<file path="config.mk">
export PLATFORM = sky130hd
export DESIGN_NAME = dryer_seq
export DESIGN_NICKNAME = d
export VERILOG_FILES = /design/src/rtl/dryer_pkg.sv /design/src/rtl/dry_sec_prescale.sv /design/src/rtl/dry_sec_count.sv /design/src/rtl/dry_crease_pattern.sv /design/src/rtl/dryer_seq.sv
export SDC_FILE = /design/constraint.sdc
export NUM_CORES = 1
export LEC_CHECK = 0
export BUFFER_PORTS_ARGS = -buffer_cell sky130_fd_sc_hd__buf_2
export CAP_MARGIN = 40
export CORE_ASPECT_RATIO = 0.9
export CORE_MARGIN = 4
export CORE_UTILIZATION = 59
export DETAILED_ROUTE_END_ITERATION = 6
export GPL_TIMING_DRIVEN = 0
export HOLD_SLACK_MARGIN = 0.05
export PLACE_DENSITY_LB_ADDON = 0.12
export SETUP_SLACK_MARGIN = 0.4
export SYNTH_ARGS = -nofsm -noshare
export SYNTH_HDL_FRONTEND = slang
export SYNTH_SLANG_ARGS = --single-unit
</file>
<file path="constraint.sdc">
create_clock -name clk -period 2.8 [get_ports clk]
set_input_delay 0.56 -clock clk [delete_from_list [all_inputs] [get_ports clk]]
set_output_delay 0.56 -clock clk [all_outputs]
set_load 0.005 [all_outputs]
</file>
<file path="src/rtl/dryer_pkg.sv">
package dryer_pkg;

   typedef enum logic [2:0] {
      PH_IDLE   = 3'd0,
      PH_DRY    = 3'd1,
      PH_COOL   = 3'd2,
      PH_CREASE = 3'd3,
      PH_STOP   = 3'd4
   } phase_e;

   typedef enum logic [1:0] {
      PG_COTTON = 2'd0,
      PG_PERM   = 2'd1,
      PG_TIMED  = 2'd2,
      PG_NONE   = 2'd3
   } prog_e;

   function automatic int max_of(input int a, input int b);
      return (a > b) ? a : b;
   endfunction

endpackage

</file>
<file path="src/rtl/dry_sec_prescale.sv">
module dry_sec_prescale #(
   parameter int SEC_DIV = 1
) (
   input  logic clk,
   input  logic rst_n,
   input  logic clr_i,
   input  logic tick_i,
   output logic sec_o
);

   if (SEC_DIV < 1) begin : g_bad_div
      $error("dry_sec_prescale: SEC_DIV must be at least 1");
   end

   if (SEC_DIV == 1) begin : g_pass
      logic unused_pass;
      assign unused_pass = &{1'b0, clk, rst_n, clr_i};
      assign sec_o = tick_i;
   end else begin : g_div
      localparam int PW = $clog2(SEC_DIV);
      localparam logic [PW-1:0] LAST = PW'(SEC_DIV - 1);
      logic [PW-1:0] pcnt_q;

      always_ff @(posedge clk or negedge rst_n) begin
         if (!rst_n) begin
            pcnt_q <= '0;
         end else if (clr_i) begin
            pcnt_q <= '0;
         end else if (tick_i) begin
            pcnt_q <= (pcnt_q == LAST) ? '0 : pcnt_q + 1'b1;
         end
      end

      assign sec_o = tick_i && !clr_i && (pcnt_q == LAST);
   end

endmodule

</file>
<file path="src/rtl/dry_sec_count.sv">
module dry_sec_count #(
   parameter int W = 8
) (
   input  logic         clk,
   input  logic         rst_n,
   input  logic         clr_i,
   input  logic         en_i,
   input  logic [W-1:0] limit_i,
   output logic         hit_o
);

   if (W < 1) begin : g_bad_w
      $error("dry_sec_count: W must be at least 1");
   end

   logic [W-1:0] cnt_q;
   logic         at_last;

   assign at_last = (cnt_q == (limit_i - W'(1)));
   assign hit_o   = en_i && at_last;

   always_ff @(posedge clk or negedge rst_n) begin
      if (!rst_n) begin
         cnt_q <= '0;
      end else if (clr_i) begin
         cnt_q <= '0;
      end else if (en_i) begin
         cnt_q <= at_last ? '0 : cnt_q + 1'b1;
      end
   end

endmodule

</file>
<file path="src/rtl/dry_crease_pattern.sv">
module dry_crease_pattern #(
   parameter int AC_ON    = 10,
   parameter int AC_OFF   = 30,
   parameter int AC_TOTAL = 300,
   parameter int W        = 9
) (
   input  logic clk,
   input  logic rst_n,
   input  logic clr_i,
   input  logic sec_i,
   output logic tumble_o,
   output logic end_o
);

   localparam int PERIOD = AC_ON + AC_OFF;
   localparam int SW     = $clog2(PERIOD + 1);
   localparam logic [SW-1:0] SLOT_LAST = SW'(PERIOD - 1);
   localparam logic [SW-1:0] SLOT_ON   = SW'(AC_ON);

   if (AC_ON < 1 || AC_OFF < 1) begin : g_bad_duty
      $error("dry_crease_pattern: AC_ON and AC_OFF must be at least 1");
   end
   if (AC_TOTAL < 1 || AC_TOTAL >= (1 << W)) begin : g_bad_total
      $error("dry_crease_pattern: AC_TOTAL must be positive and fit in W bits");
   end

   logic [SW-1:0] slot_q;

   always_ff @(posedge clk or negedge rst_n) begin
      if (!rst_n) begin
         slot_q <= '0;
      end else if (clr_i) begin
         slot_q <= '0;
      end else if (sec_i) begin
         slot_q <= (slot_q == SLOT_LAST) ? '0 : slot_q + 1'b1;
      end
   end

   assign tumble_o = (slot_q < SLOT_ON);

   dry_sec_count #(
      .W (W)
   ) u_total (
      .clk     (clk),
      .rst_n   (rst_n),
      .clr_i   (clr_i),
      .en_i    (sec_i),
      .limit_i (W'(AC_TOTAL)),
      .hit_o   (end_o)
   );

endmodule

</file>
<file path="src/rtl/dryer_seq.sv">
module dryer_seq
   import dryer_pkg::*;
#(
   parameter int SEC_DIV  = 1,
   parameter int COTTON_N = 6,
   parameter int PERM_N   = 3,
   parameter int DRY_T0   = 900,
   parameter int DRY_T1   = 1200,
   parameter int DRY_T2   = 1800,
   parameter int AC_ON    = 10,
   parameter int AC_OFF   = 30,
   parameter int AC_TOTAL = 300
) (
   input  logic       clk,
   input  logic       rst_n,
   input  logic       start_i,
   input  logic [1:0] prog_i,
   input  logic [2:0] set_i,
   input  logic       hum_i,
   input  logic       cool_i,
   input  logic       tick_i,
   output logic       heater_o,
   output logic       motor_o,
   output logic [2:0] phase_o,
   output logic       done_o
);

   localparam int TIMED_N = 3;
   localparam int T_MAX   = max_of(max_of(DRY_T0, DRY_T1), max_of(DRY_T2, AC_TOTAL));
   localparam int CW      = $clog2(T_MAX + 1);

   if (COTTON_N < 1 || COTTON_N > 8 || PERM_N < 1 || PERM_N > 8) begin : g_bad_levels
      $error("dryer_seq: level counts must lie in 1..8");
   end
   if (DRY_T0 < 1 || DRY_T1 < 1 || DRY_T2 < 1) begin : g_bad_times
      $error("dryer_seq: timed durations must be positive");
   end

   phase_e      phase_q, phase_d;
   prog_e       prog_q;
   logic [2:0]  set_q;
   logic        sel_ok, accept;
   logic        sec_tick, pre_clr;
   logic [CW-1:0] dry_limit;
   logic        dry_en, dry_hit, dry_end;
   logic        crease_tumble, crease_end;

   // selection check against the per-program level count
   always_comb begin
      unique case (prog_i)
         2'd0:    sel_ok = (int'(set_i) < COTTON_N);
         2'd1:    sel_ok = (int'(set_i) < PERM_N);
         2'd2:    sel_ok = (int'(set_i) < TIMED_N);
         default: sel_ok = 1'b0;
      endcase
   end

   assign accept  = start_i && sel_ok && (phase_q == PH_IDLE || phase_q == PH_STOP);
   assign pre_clr = accept || (phase_q == PH_COOL && cool_i);

   always_ff @(posedge clk or negedge rst_n) begin
      if (!rst_n) begin
         prog_q <= PG_NONE;
         set_q  <= '0;
      end else if (accept) begin
         prog_q <= prog_e'(prog_i);
         set_q  <= set_i;
      end
   end

   dry_sec_prescale #(
      .SEC_DIV (SEC_DIV)
   ) u_pre (
      .clk    (clk),
      .rst_n  (rst_n),
      .clr_i  (pre_clr),
      .tick_i (tick_i),
      .sec_o  (sec_tick)
   );

   always_comb begin
      unique case (set_q)
         3'd0:    dry_limit = CW'(DRY_T0);
         3'd1:    dry_limit = CW'(DRY_T1);
         default: dry_limit = CW'(DRY_T2);
      endcase
   end

   assign dry_en = sec_tick && (phase_q == PH_DRY) && (prog_q == PG_TIMED);

   dry_sec_count #(
      .W (CW)
   ) u_dry_timer (
      .clk     (clk),
      .rst_n   (rst_n),
      .clr_i   (phase_q != PH_DRY),
      .en_i    (dry_en),
      .limit_i (dry_limit),
      .hit_o   (dry_hit)
   );

   // humidity-ended and time-ended drying merge into one exit condition
   assign dry_end = (prog_q == PG_TIMED) ? dry_hit : hum_i;

   dry_crease_pattern #(
      .AC_ON    (AC_ON),
      .AC_OFF   (AC_OFF),
      .AC_TOTAL (AC_TOTAL),
      .W        (CW)
   ) u_crease (
      .clk      (clk),
      .rst_n    (rst_n),
      .clr_i    (phase_q != PH_CREASE),
      .sec_i    (sec_tick && phase_q == PH_CREASE),
      .tumble_o (crease_tumble),
      .end_o    (crease_end)
   );

   always_comb begin
      phase_d = phase_q;
      unique case (phase_q)
         PH_IDLE, PH_STOP: if (accept)     phase_d = PH_DRY;
         PH_DRY:           if (dry_end)    phase_d = PH_COOL;
         PH_COOL:          if (cool_i)     phase_d = PH_CREASE;
         PH_CREASE:        if (crease_end) phase_d = PH_STOP;
         default:                          phase_d = PH_IDLE;
      endcase
   end

   always_ff @(posedge clk or negedge rst_n) begin
      if (!rst_n) phase_q <= PH_IDLE;
      else        phase_q <= phase_d;
   end

   assign phase_o  = phase_q;
   assign heater_o = (phase_q == PH_DRY);
   assign motor_o  = (phase_q == PH_DRY) || (phase_q == PH_COOL) ||
                     ((phase_q == PH_CREASE) && crease_tumble);
   assign done_o   = (phase_q == PH_STOP);

endmodule

</file>
# Yosys cells after proc, flatten, opt, wreduce, memory -nomap -nowiden
# Cells that the tools add are included.
dict set report word_totals {
  regBits 36
  in_bits 11
  wordCells 66
}
dict set report op_classes {
  add_sub_neg 4
  magnitude_cmp 3
  eq_ne 17
  muxes 17
  n_reduce_logical 19
}
# cell count
set op_table {}
lappend op_table {{11-bit 2-to-1 mux} 6}
lappend op_table {{11-bit by 1-bit adder with 11-bit output, second input constant} 2}
lappend op_table {{11-bit case mux with 2 select lines} 1}
lappend op_table {{6-bit 2-to-1 mux} 3}
lappend op_table {{3-bit 2-to-1 mux} 4}
lappend op_table {{3-bit case mux with 4 select lines} 1}
lappend op_table {{11-bit == test} 1}
lappend op_table {{11-bit by 9-bit == test with 1-bit output, second input constant} 1}
lappend op_table {{11-bit by 1-bit subtractor with 11-bit output, second input constant} 1}
lappend op_table {{1-bit logical AND} 8}
lappend op_table {{6-bit by 1-bit adder with 6-bit output, second input constant} 1}
lappend op_table {{3-bit by 1-bit == test with 1-bit output, second input constant} 2}
lappend op_table {{3-bit by 2-bit == test with 1-bit output, second input constant} 2}
lappend op_table {{6-bit == test, second input constant} 1}
lappend op_table {{3-bit logical NOT} 2}
lappend op_table {{6-bit by 4-bit < comparator with 1-bit output, second input constant} 1}
lappend op_table {{2-bit inequality test, second input constant} 3}
lappend op_table {{2-bit == test, second input constant} 2}
lappend op_table {{4-bit AND reduction} 1}
lappend op_table {{2-bit nonzero test} 2}
lappend op_table {{2-bit OR reduction} 2}
lappend op_table {{3-bit == test, second input constant} 1}
lappend op_table {{1-bit logical OR} 3}
lappend op_table {{3-bit by 2-bit < comparator with 1-bit output, second input constant} 1}
lappend op_table {{8 further kinds} 8}

# Depth between registers and ports, before layout
# Gate-level depths: netlist of the first run.
dict set report depth {
  word_depth 8
  mapped_depth 7
  ltp_nobuf 7
}

# By module
# Synthesis of the first run repeated with hierarchy kept, for this count alone.
dict set report unflattened {
  hier_cells 338
  hier_area_um2 2865.2
}
# mod instances cells_each area_per_inst_um2 seq_area_each_um2
set by_module_without_submodules {}
lappend by_module_without_submodules {{dry_sec_count at u_crease.u_total} 1 122 1008.5 275.3}
lappend by_module_without_submodules {{dry_sec_count at u_dry_timer} 1 130 1007.2 275.3}
lappend by_module_without_submodules {dryer_seq 1 52 508.0 202.7}
lappend by_module_without_submodules {dry_crease_pattern 1 33 334.1 150.1}
lappend by_module_without_submodules {dry_sec_prescale 1 1 7.5 0.0}

# Least setup slack after synthesis of the first run
# OpenSTA, ideal clock, no wires.
dict set report synth_path {
  path_kind {in2reg}
  start {in prog_i[0]}
  end {reg set_q[0]}
  setup_time_ps 125
  arrival_time_ps 2010
  required_ps 2675
  slack_ps 665
  path_stages 6
  cell_sequence {inv_1 > ha_1 > a21boi_0 > o221ai_1 > nor3_1 > mux2_2}
}
dict set report synth_between {
  elab_chain_len 5
  word_cells_on_any_way 7
  classes_between {eq/ne: 2; mux: 1; reduce/logical: 4}
}
# item line_no
set synth_lines {}
lappend synth_lines {{from (decl)} dryer_seq.sv:17} ;# input logic [1:0] prog_i,
lappend synth_lines {{2-bit == test or 2-bit by 1-bit == test with 1-bit output (tied branches)} dryer_seq.sv:50} ;# unique case (prog_i)
lappend synth_lines {{2-bit OR reduction (no line)} --}
lappend synth_lines {{1-bit case mux with 2 select lines *} dryer_seq.sv:50}
lappend synth_lines {{1-bit logical AND * (2 in a row)} dryer_seq.sv:58} ;# assign accept = start_i && sel_ok && (phase_q == PH_IDLE || phase_q == PH_STOP);
lappend synth_lines {{to (signal assigned)} dryer_seq.sv:67} ;# set_q <= set_i;
lappend synth_lines {{to (decl)} dryer_seq.sv:41} ;# logic [2:0] set_q;
# Every way passes the cells marked *; elsewhere a longest branch is shown, timed or not.
# A chain may end at the register's enable or synchronous reset.

# Worst setup path after layout of the first run
dict set report layout_path {
  start {reg phase_q[0], in the netlist phase_o[0]}
  end {out heater_o}
}
dict set report layout_between {
  elab_chain_len 1
}
# item line_no
set layout_lines {}
lappend layout_lines {{from (decl)} dryer_seq.sv:39} ;# phase_e phase_q, phase_d;
lappend layout_lines {{from (signal assigned)} dryer_seq.sv:132} ;# else phase_q <= phase_d;
lappend layout_lines {{3-bit by 1-bit == test with 1-bit output} dryer_seq.sv:136} ;# assign heater_o = (phase_q == PH_DRY);
lappend layout_lines {{to (decl)} dryer_seq.sv:22} ;# output logic heater_o,
# No other way between the ends.

==> results of run 1 <==
-- metrics by stage --
step	setup WS, ns	utilization	hold slack (ns)	total power [mW]
2_1_floorplan	0.665	-	0.264	0.937
3_3_place_gp	0.222	0.650	0.494	1.06
3_5_place_dp	0.172	0.650	0.496	1.07
4_1_cts	0.447	0.678	0.375	1.46
5_1_grt	0.424	0.680	0.404	1.55
6_report	0.551	0.680	0.342	1.46
-- worst min path at each step --
stage / from / to / slack (ns) / cells past startpoint
6_report: rst_n / u_dry_timer.cnt_q[5] / 0.34 / 1
5_1_grt: rst_n / u_dry_timer.cnt_q[4] / 0.40 / 1
4_1_cts: rst_n / u_dry_timer.cnt_q[5] / 0.38 / 1
3_5_place_dp: prog_q[1] / prog_q[1] / 0.50 / 2
3_3_place_gp: prog_q[1] / prog_q[1] / 0.49 / 2
2_1_floorplan: rst_n / phase_o[0] / 0.26 / 0
-- cell families after synthesis --
family | share of synthesized area
adders and majority gates | 0.0303
DFF | 0.437
buffers and inverters | 0.0339
AOI/OAI and AO/OA | 0.199
muxes | 0.0315
and+or+nand+nor | 0.248
xor gates and xnor gates | 0.0212
-- where the power goes --
group	internal, mW	switching, mW
Sequential	0.596	0.0844
Clock	0.200	0.182
Combinational	0.166	0.231
Total	0.961	0.497
-- flip-flops by register name, summed over array words and instances, names as in the netlist --
name and flops:
phase_o 3, prog_q 2, u_dry_timer.cnt_q 11, u_crease.slot_q 6, u_crease.u_total.cnt_q 11, set_q 3
-- cells in the final DEF (no fill, tap or decap), types with 3 or more instances in the layout --
cell,n
dfrtp_1,33
nand2_1,30
o21ai_0,21
nor2_1,18
buf_2,17
nand3_1,13
inv_1,8
a21oi_1,6
nor3_1,6
o211ai_1,6
o31ai_1,6
clkbuf_8,6
clkbuf_1,5
nand4_1,5
nor2b_1,5
ha_1,5
or3_1,4
mux2_2,4
a31oi_1,4
and2_1,3
o311ai_0,3
xor2_1,3
nand2b_1,3
-- per-layer routing --
metal / GRT usage / vias to the layer above / routed length (µm)
li1: - / 886 / -
met5: 0 / - / 0
met3: 0.0645 / 5 / 190
met2: 0.296 / 41 / 1900
met4: 0.0431 / 0 / 37
met1: 0.311 / 867 / 2220
-- critical path, cell delays in order, from the launching register on --
cell      delay, ns
dfrtp_2        0.44
inv_1          0.08
or3_1          0.34
clkbuf_1       0.20
inv_2          0.19
buf_2          0.14
-- cell type report --
cell class                 instances  share of cell area
multi-input combinational        177               0.478
inverter                           9              0.0147
clock buffer                       7              0.0376
sequential                        36               0.394
clock inverter                     1             0.00327
timing repair buffer              15              0.0327
tap                               44              0.0240
buffer                             7              0.0158
==> results_dict.tcl, run 1 <==
set metrics [dict create \
    drt-total-wl_mm 4.35 \
    r2r-end "u_crease.u_total.cnt_q[2]" \
    reg2reg_slack_ns 0.58 \
    fin_cells 296 \
    clock_latency_ns 0.29 \
    die_area_um2 4520 \
    synth_nets 245 \
    antenna_left 0 \
    post-cts-setup-buffers 0 \
    tightest_slew_ns 0.779 \
    num_rows 20 \
    fin_crit_sh 0.803 \
    gp_congestion 0.825 \
    fin_crit_ns 2.25 \
    vias_per_cell 6.08 \
    crit_start "phase_o[0]" \
    dp.cells 288 \
    worstSetupStartpointType "flip-flop" \
    relSlewSlack 0.481 \
    synthCells 229 \
    p_leak_nw 0.916 \
    end_kind "output pin" \
    slew_viol_final 0 \
    rsz0062_at_grt "no" \
    drive_gt1_frac 0.155 \
    max-cap-violations 0 \
    cp_data_arrival_time_ns 1.69 \
    synth_area_leader_cell "dfrtp_1" \
    critPathKind "flip-flop to output pin" \
    hpwlAfterDp_mm 3.14 \
    grt_pass1_wl_mm 7.45 \
    overflow 0 \
    antenna_found_initial 0 \
    required_ns 2.24 \
    setup_tns_ns 0 \
    synthesis.area_um2 2070 \
    rr_worst_depth 7 \
    ys_ff_latch 36 \
    cp_max_fo 9 \
    cts_made_buffers 5 \
    wl_per_cell_um 14.7 \
    first_pass_iters 4 \
    timing_hold_violations_final 0 \
    num_antenna_cells 0 \
    ctsResizeCount 0 \
    ys_seq_area_frac 0.437 \
    grt_use_total 0.208 \
    r2r_start "u_crease.u_total.cnt_q[0]" \
    fill_cells 273 \
    ctsHtreeMaxLevel 2 \
    fin_area_um2 2300 \
    crit_path_end "heater_o" \
    fin_worst_skew_ns 0.00574 \
    hold_path.class "input pin to async pin" \
    multi_input_area_um2 1100 \
    grt_max_degree 37 \
    cts-root-buf "clkbuf_8" \
    netlist_top_cells_count "dfrtp_1, nand2_1, o21ai_0" \
    yosysMostFrequentCell "dfrtp_1" \
    cts_tree "built" \
    synthFlopType "dfrtp_1" \
    die_h_um 64.2 \
    cts_sinks 36 \
    io_pins 17 \
    grt_pass1_vias 1552 \
    synth_top_area_share 0.412 \
    synth_area_leaders "dfrtp_1, nand2_1, o21ai_0" \
    drc 0 \
    initial_core_util 0.612 \
    ys_types 46 \
    drtIter0Drc 213 \
    synth_edf_count 0 \
    syn_to_final_growth_pct 11.1 \
    regArea_um2 905 \
    numPortBuffers 15 \
    dpl_cell_area_um2 2200 \
    cts-hold-fix-buffers 0 \
    p_per_area_nw_per_um2 635 \
    vias 1799 \
    coreArea_um2 3380 \
    cts_buffer_depth 2 \
    ys_async_sr_fraction 1.00 \
    status "completed" \
    ys_warn_count 0 \
    fmax_ghz 0.445 \
    finalSetupViolations 0 \
    fp.dieW_um 70.4 \
    ir_worst_vdd_mv 0.461 \
    cts.clk_slew.worst_paths_ns 0.07 \
    final_nets 267 \
    syn_area_per_cell_um2 9.03 \
]
Power figures use the tool's default switching activity.
==> run 2: changes to the inputs <==
==> constraint.sdc (replaced) <==
create_clock -name clk -period 2.2 [get_ports clk]
set_input_delay 0.44 -clock clk [delete_from_list [all_inputs] [get_ports clk]]
set_output_delay 0.44 -clock clk [all_outputs]
set_load 0.005 [all_outputs]
==> results_dict.tcl, run 2 (same netlist as run 1, synthesis figures left out) <==
set metrics [dict create \
    final_nets 296 \
    drt-total-wl_mm 5.18 \
    drtIter0Drc 128 \
    crit_family "compound AO/OA/AOI/OAI gates" \
    dp.cells 288 \
    cts_sinks 36 \
    end_kind "flip-flop" \
    grt_use_total 0.229 \
    fin_area_um2 2740 \
    rr_worst_depth 6 \
    vias 1934 \
    fin_cells 325 \
    die_h_um 64.2 \
    initial_core_util 0.612 \
    fp.dieW_um 70.4 \
    tightest_slew_ns 0.803 \
    coreArea_um2 3380 \
    p_seq_frac 0.388 \
    reg2reg_slack_ns 0.19 \
    wl_per_cell_um 15.9 \
    drc 0 \
    setup_tns_ns 0 \
    multi_input_area_um2 1260 \
    overflow 0 \
    antenna_found_initial 0 \
    p_total_mw 2.24 \
    intPower_mw 1.48 \
    status "completed" \
    cp_max_fo 6 \
    max_stage_delay_ns 0.55 \
    cts_made_buffers 5 \
    hpwlAfterDp_mm 3.13 \
    cts_tree "built" \
    fin_worst_skew_ns 0.00376 \
    fin_crit_sh 0.912 \
    first_pass_iters 4 \
    max-cap-violations 0 \
    die_area_um2 4520 \
    critPathKind "flip-flop to flip-flop" \
    swShare 0.341 \
    required_ns 2.37 \
    cp_cell_sequence "or4b_4 > o311ai_4 > buf_4 > a31oi_4 > o21ai_1 > o41ai_2" \
    grt_max_degree 37 \
    r2r-end "u_crease.u_total.cnt_q[6]" \
    dpl_cell_area_um2 2220 \
    cts.clk_slew.worst_paths_ns 0.07 \
    layout.cells.most_common "nand2_1" \
    top_regs "u_crease.u_total.cnt_q (11), u_dry_timer.cnt_q (11), u_crease.slot_q (6)" \
    crit_start "u_crease.u_total.cnt_q[6]" \
    p_per_area_nw_per_um2 820 \
    cts_buffer_depth 2 \
    power_frac_comb 0.395 \
    gp_congestion 0.825 \
    grt_pass1_wl_mm 8.09 \
    vias_per_cell 5.95 \
    p_clk_frac 0.217 \
    num_antenna_cells 0 \
    power.net_switching_mw 0.764 \
    antenna_left 0 \
    numPortBuffers 15 \
    slew_viol_final 0 \
    io_pins 17 \
    utilization 0.810 \
    relSlewSlack 0.465 \
    rsz0062_at_grt "yes" \
    regArea_um2 913 \
    fmax_ghz 0.498 \
    worstSetupStartpointType "flip-flop" \
    most-common-layout-cells "nand2_1, dfrtp_1, buf_4" \
    ir_worst_vdd_mv 0.724 \
    p_leak_nw 1.10 \
    fin_crit_ns 2.01 \
    slowest_stage "or4b_4" \
    hold_path.class "input pin to async pin" \
    cp_data_arrival_time_ns 2.18 \
    num_rows 20 \
    r2r_start "u_crease.u_total.cnt_q[6]" \
    timing_hold_violations_final 0 \
    drive_gt1_frac 0.367 \
    ctsHtreeMaxLevel 2 \
    syn_to_final_growth_pct 32.4 \
    finalSetupViolations 0 \
    cts-root-buf "clkbuf_8" \
    crit_buf_inv 1 \
    clock_latency_ns 0.29 \
    cts-hold-fix-buffers 0 \
    fill_cells 224 \
    grt_pass1_vias 1736 \
]
-- run 2: how the worst max path moves through the flow --
| stage | end | slack (ns) | cells after the start |
|---|---|---|---|
| CTS | u_crease.u_total.cnt_q[3] | 0.25 | 7 |
| floorplan | u_crease.u_total.cnt_q[5] | 0.27 | 7 |
| detailed placement | u_crease.u_total.cnt_q[5] | 0.05 | 7 |
| global placement | u_crease.u_total.cnt_q[5] | 0.08 | 7 |
| finish | u_crease.u_total.cnt_q[6] | 0.19 | 6 |
| global route | u_crease.u_total.cnt_q[6] | 0.14 | 6 |
-- run 2: final cells by class --
class                      instances  share of cell area
multi-input combinational        177               0.459
sequential                        36               0.334
timing repair buffer              44               0.118
clock buffer                       8              0.0329
buffer                             7              0.0215
tap                               44              0.0201
inverter                           9              0.0151
-- run 2: through the flow --
step | hold slack (ns) | setup slack [ns]
6_report | 0.226 | 0.194
3_5_place_dp | 0.499 | 0.0518
3_3_place_gp | 0.495 | 0.0822
5_1_grt | 0.288 | 0.140
2_1_floorplan | 0.144 | 0.270
4_1_cts | 0.253 | 0.248
-- run 2: power by group through the flow --
stage               Clock [mW]  Combinational (mW)  Sequential [mW]
floorplan                    0               0.355            0.858
global placement             0               0.497            0.875
detailed placement           0               0.515            0.882
CTS                      0.502               0.669            0.851
global route             0.544               0.963            0.882
finish                   0.486               0.887            0.872
-- run 2: worst reg2reg max path, stage by stage (launching register included) --
cell and delay [ns]:
dfrtp_2 0.45, or4b_4 0.55, o311ai_4 0.38, buf_4 0.20, a31oi_4 0.03, o21ai_1 0.18
o41ai_2 0.09
-- run 2: layer usage --
| layer | part of all wire | wire length, µm | up-vias | GRT usage |
|---|---|---|---|---|
| met3 | 0.045 | 233 | 8 | 0.0692 |
| met5 | 0 | 0 | - | 0 |
| met4 | 0.014 | 75 | 0 | 0.0694 |
| met1 | 0.48 | 2490 | 934 | 0.331 |
| li1 | - | - | 951 | - |
| met2 | 0.46 | 2380 | 41 | 0.329 |
-- run 2: what timing repair did --
item	CTS	global route
pin swaps	9	12
setup buffers	15	14
setup endpoints to repair	28	26
resized for setup	38	31
==> run 3: changes to the inputs <==
--- a/config.mk
+++ b/config.mk
@@ -7,7 +7,7 @@
 export LEC_CHECK = 0
 export BUFFER_PORTS_ARGS = -buffer_cell sky130_fd_sc_hd__buf_2
 export CAP_MARGIN = 40
-export CORE_ASPECT_RATIO = 0.9
+export CORE_ASPECT_RATIO = 1.2
 export CORE_MARGIN = 4
 export CORE_UTILIZATION = 59
 export DETAILED_ROUTE_END_ITERATION = 6
==> results_dict.tcl, run 3 (same netlist as run 1, synthesis figures left out) <==
set metrics [dict create \
    fp.dieW_um 62.0 \
    vias_per_cell 6.12 \
    crit_family "simple AND/OR/NAND/NOR gates" \
    fin_crit_ns 1.90 \
    cts-hold-fix-buffers 0 \
    swShare 0.349 \
    die_h_um 72.8 \
    cp_cell_sequence "or4b_4 > o311ai_4 > buf_6 > nor2b_1 > o21ai_1 > o31ai_1" \
    status "completed" \
    first_pass_iters 5 \
    layout.cells.most_common "nand2_1" \
    p_clk_frac 0.217 \
    most-common-layout-cells "nand2_1, dfrtp_1, buf_4" \
    io_pins 17 \
    cts.clk_slew.worst_paths_ns 0.09 \
    drive_gt1_frac 0.342 \
    antenna_left 0 \
    cts_sinks 36 \
    num_rows 23 \
    timing_hold_violations_final 0 \
    end_kind "flip-flop" \
    drt-total-wl_mm 4.95 \
    drc 0 \
    p_leak_nw 1.08 \
    numPortBuffers 15 \
    ir_worst_vdd_mv 0.827 \
    max_stage_delay_ns 0.57 \
    cp_data_arrival_time_ns 2.07 \
    cts_tree "built" \
    gp_congestion 0.859 \
    reg2reg_slack_ns 0.30 \
    r2r_start "u_crease.u_total.cnt_q[6]" \
    ctsHtreeMaxLevel 2 \
    hpwlAfterDp_mm 3.14 \
    power_frac_comb 0.383 \
    grt_pass1_wl_mm 8.11 \
    antenna_found_initial 0 \
    slowest_stage "or4b_4" \
    r2r-end "u_crease.u_total.cnt_q[3]" \
    initial_core_util 0.614 \
    drtIter0Drc 163 \
    required_ns 2.38 \
    vias 1927 \
    grt_max_degree 37 \
    cts_made_buffers 5 \
    finalSetupViolations 0 \
    crit_buf_inv 1 \
    critPathKind "flip-flop to flip-flop" \
    coreArea_um2 3370 \
    regArea_um2 916 \
    setup_tns_ns 0 \
    rsz0062_at_grt "yes" \
    p_per_area_nw_per_um2 818 \
    overflow 0 \
    relSlewSlack 0.464 \
    wl_per_cell_um 15.7 \
    cp_max_fo 6 \
    hold_path.class "input pin to async pin" \
    cts-root-buf "clkbuf_8" \
    rr_worst_depth 6 \
    syn_to_final_growth_pct 29.2 \
    grt_use_total 0.241 \
    slew_viol_final 0 \
    fill_cells 215 \
    max-cap-violations 0 \
    cts_buffer_depth 2 \
    multi_input_area_um2 1210 \
    intPower_mw 1.42 \
    final_nets 293 \
    cp.depth 6 \
    tightest_slew_ns 0.805 \
    utilization 0.793 \
    fin_worst_skew_ns 0.0179 \
    num_antenna_cells 0 \
    die_area_um2 4520 \
    top_regs "u_crease.u_total.cnt_q (11), u_dry_timer.cnt_q (11), u_crease.slot_q (6)" \
    fmax_ghz 0.527 \
    power.net_switching_mw 0.762 \
    fin_crit_sh 0.862 \
    clock_latency_ns 0.30 \
    p_seq_frac 0.400 \
    grt_pass1_vias 1887 \
    worstSetupStartpointType "flip-flop" \
]
-- run 3: cell count changes in the layout (fill, tap and decap cells not counted), sizes merged --
cell      before  now
clkinv         0    2
clkbuf        10    9
buf           49   45
inv            9    8
clkinvlp       0    1
-- run 3: through the flow --
stage | std cells | instance area (µm²) | setup WS (ns) | total power [mW] | hold WS (ns)
floorplan | 229 | 2090 | 0.270 | 1.21 | 0.144
global placement | 281 | 2220 | 0.0875 | 1.39 | 0.493
detailed placement | 281 | 2220 | 0.0784 | 1.39 | 0.516
CTS | 302 | 2450 | 0.258 | 1.97 | 0.239
global route | 315 | 2670 | 0.237 | 2.32 | 0.269
finish | 315 | 2670 | 0.303 | 2.18 | 0.224
-- run 3: per-layer routing --
metal / GRT usage / part of all wire
met1: 0.300 / 0.42
met3: 0.0549 / 0.037
met2: 0.389 / 0.53
met4: 0.104 / 0.020
met5: 0 / 0
-- run 3: cell type report --
| class | count | area share |
|---|---|---|
| Timing Repair Buffer | 41 | 0.114 |
| Clock inverter | 2 | 0.00469 |
| Buffer | 7 | 0.0244 |
| Multi-Input combinational cell | 177 | 0.452 |
| Clock buffer | 6 | 0.0272 |
| Inverter | 9 | 0.0173 |
| Sequential cell | 36 | 0.343 |
| Tap cell | 37 | 0.0173 |
-- run 3: worst max path at each step --
stage / from / to / slack, ns
finish: u_crease.u_total.cnt_q[6] / u_crease.u_total.cnt_q[3] / 0.30
global route: u_crease.u_total.cnt_q[6] / u_crease.u_total.cnt_q[2] / 0.24
CTS: phase_o[1] / heater_o / 0.26
detailed placement: u_crease.u_total.cnt_q[0] / u_crease.u_total.cnt_q[5] / 0.08
global placement: u_crease.u_total.cnt_q[0] / u_crease.u_total.cnt_q[5] / 0.09
floorplan: u_crease.u_total.cnt_q[0] / u_crease.u_total.cnt_q[5] / 0.27
-- run 3: repair_timing --
| item | 4_1_cts | 5_1_grt |
|---|---|---|
| gates cloned | 0 | 0 |
| resized for setup | 26 | 38 |
| endpoints found under the setup margin | 25 | 28 |
| pin swaps | 6 | 18 |
| buffers inserted | 13 | 13 |
-- run 3: power by group through the flow --
stage | combinational, mW | clock, mW | sequential, mW
after global routing | 0.920 | 0.508 | 0.893
after detailed placement | 0.510 | 0 | 0.885
after global placement | 0.501 | 0 | 0.887
after floorplan | 0.355 | 0 | 0.858
after CTS | 0.634 | 0.483 | 0.856
final | 0.837 | 0.473 | 0.874
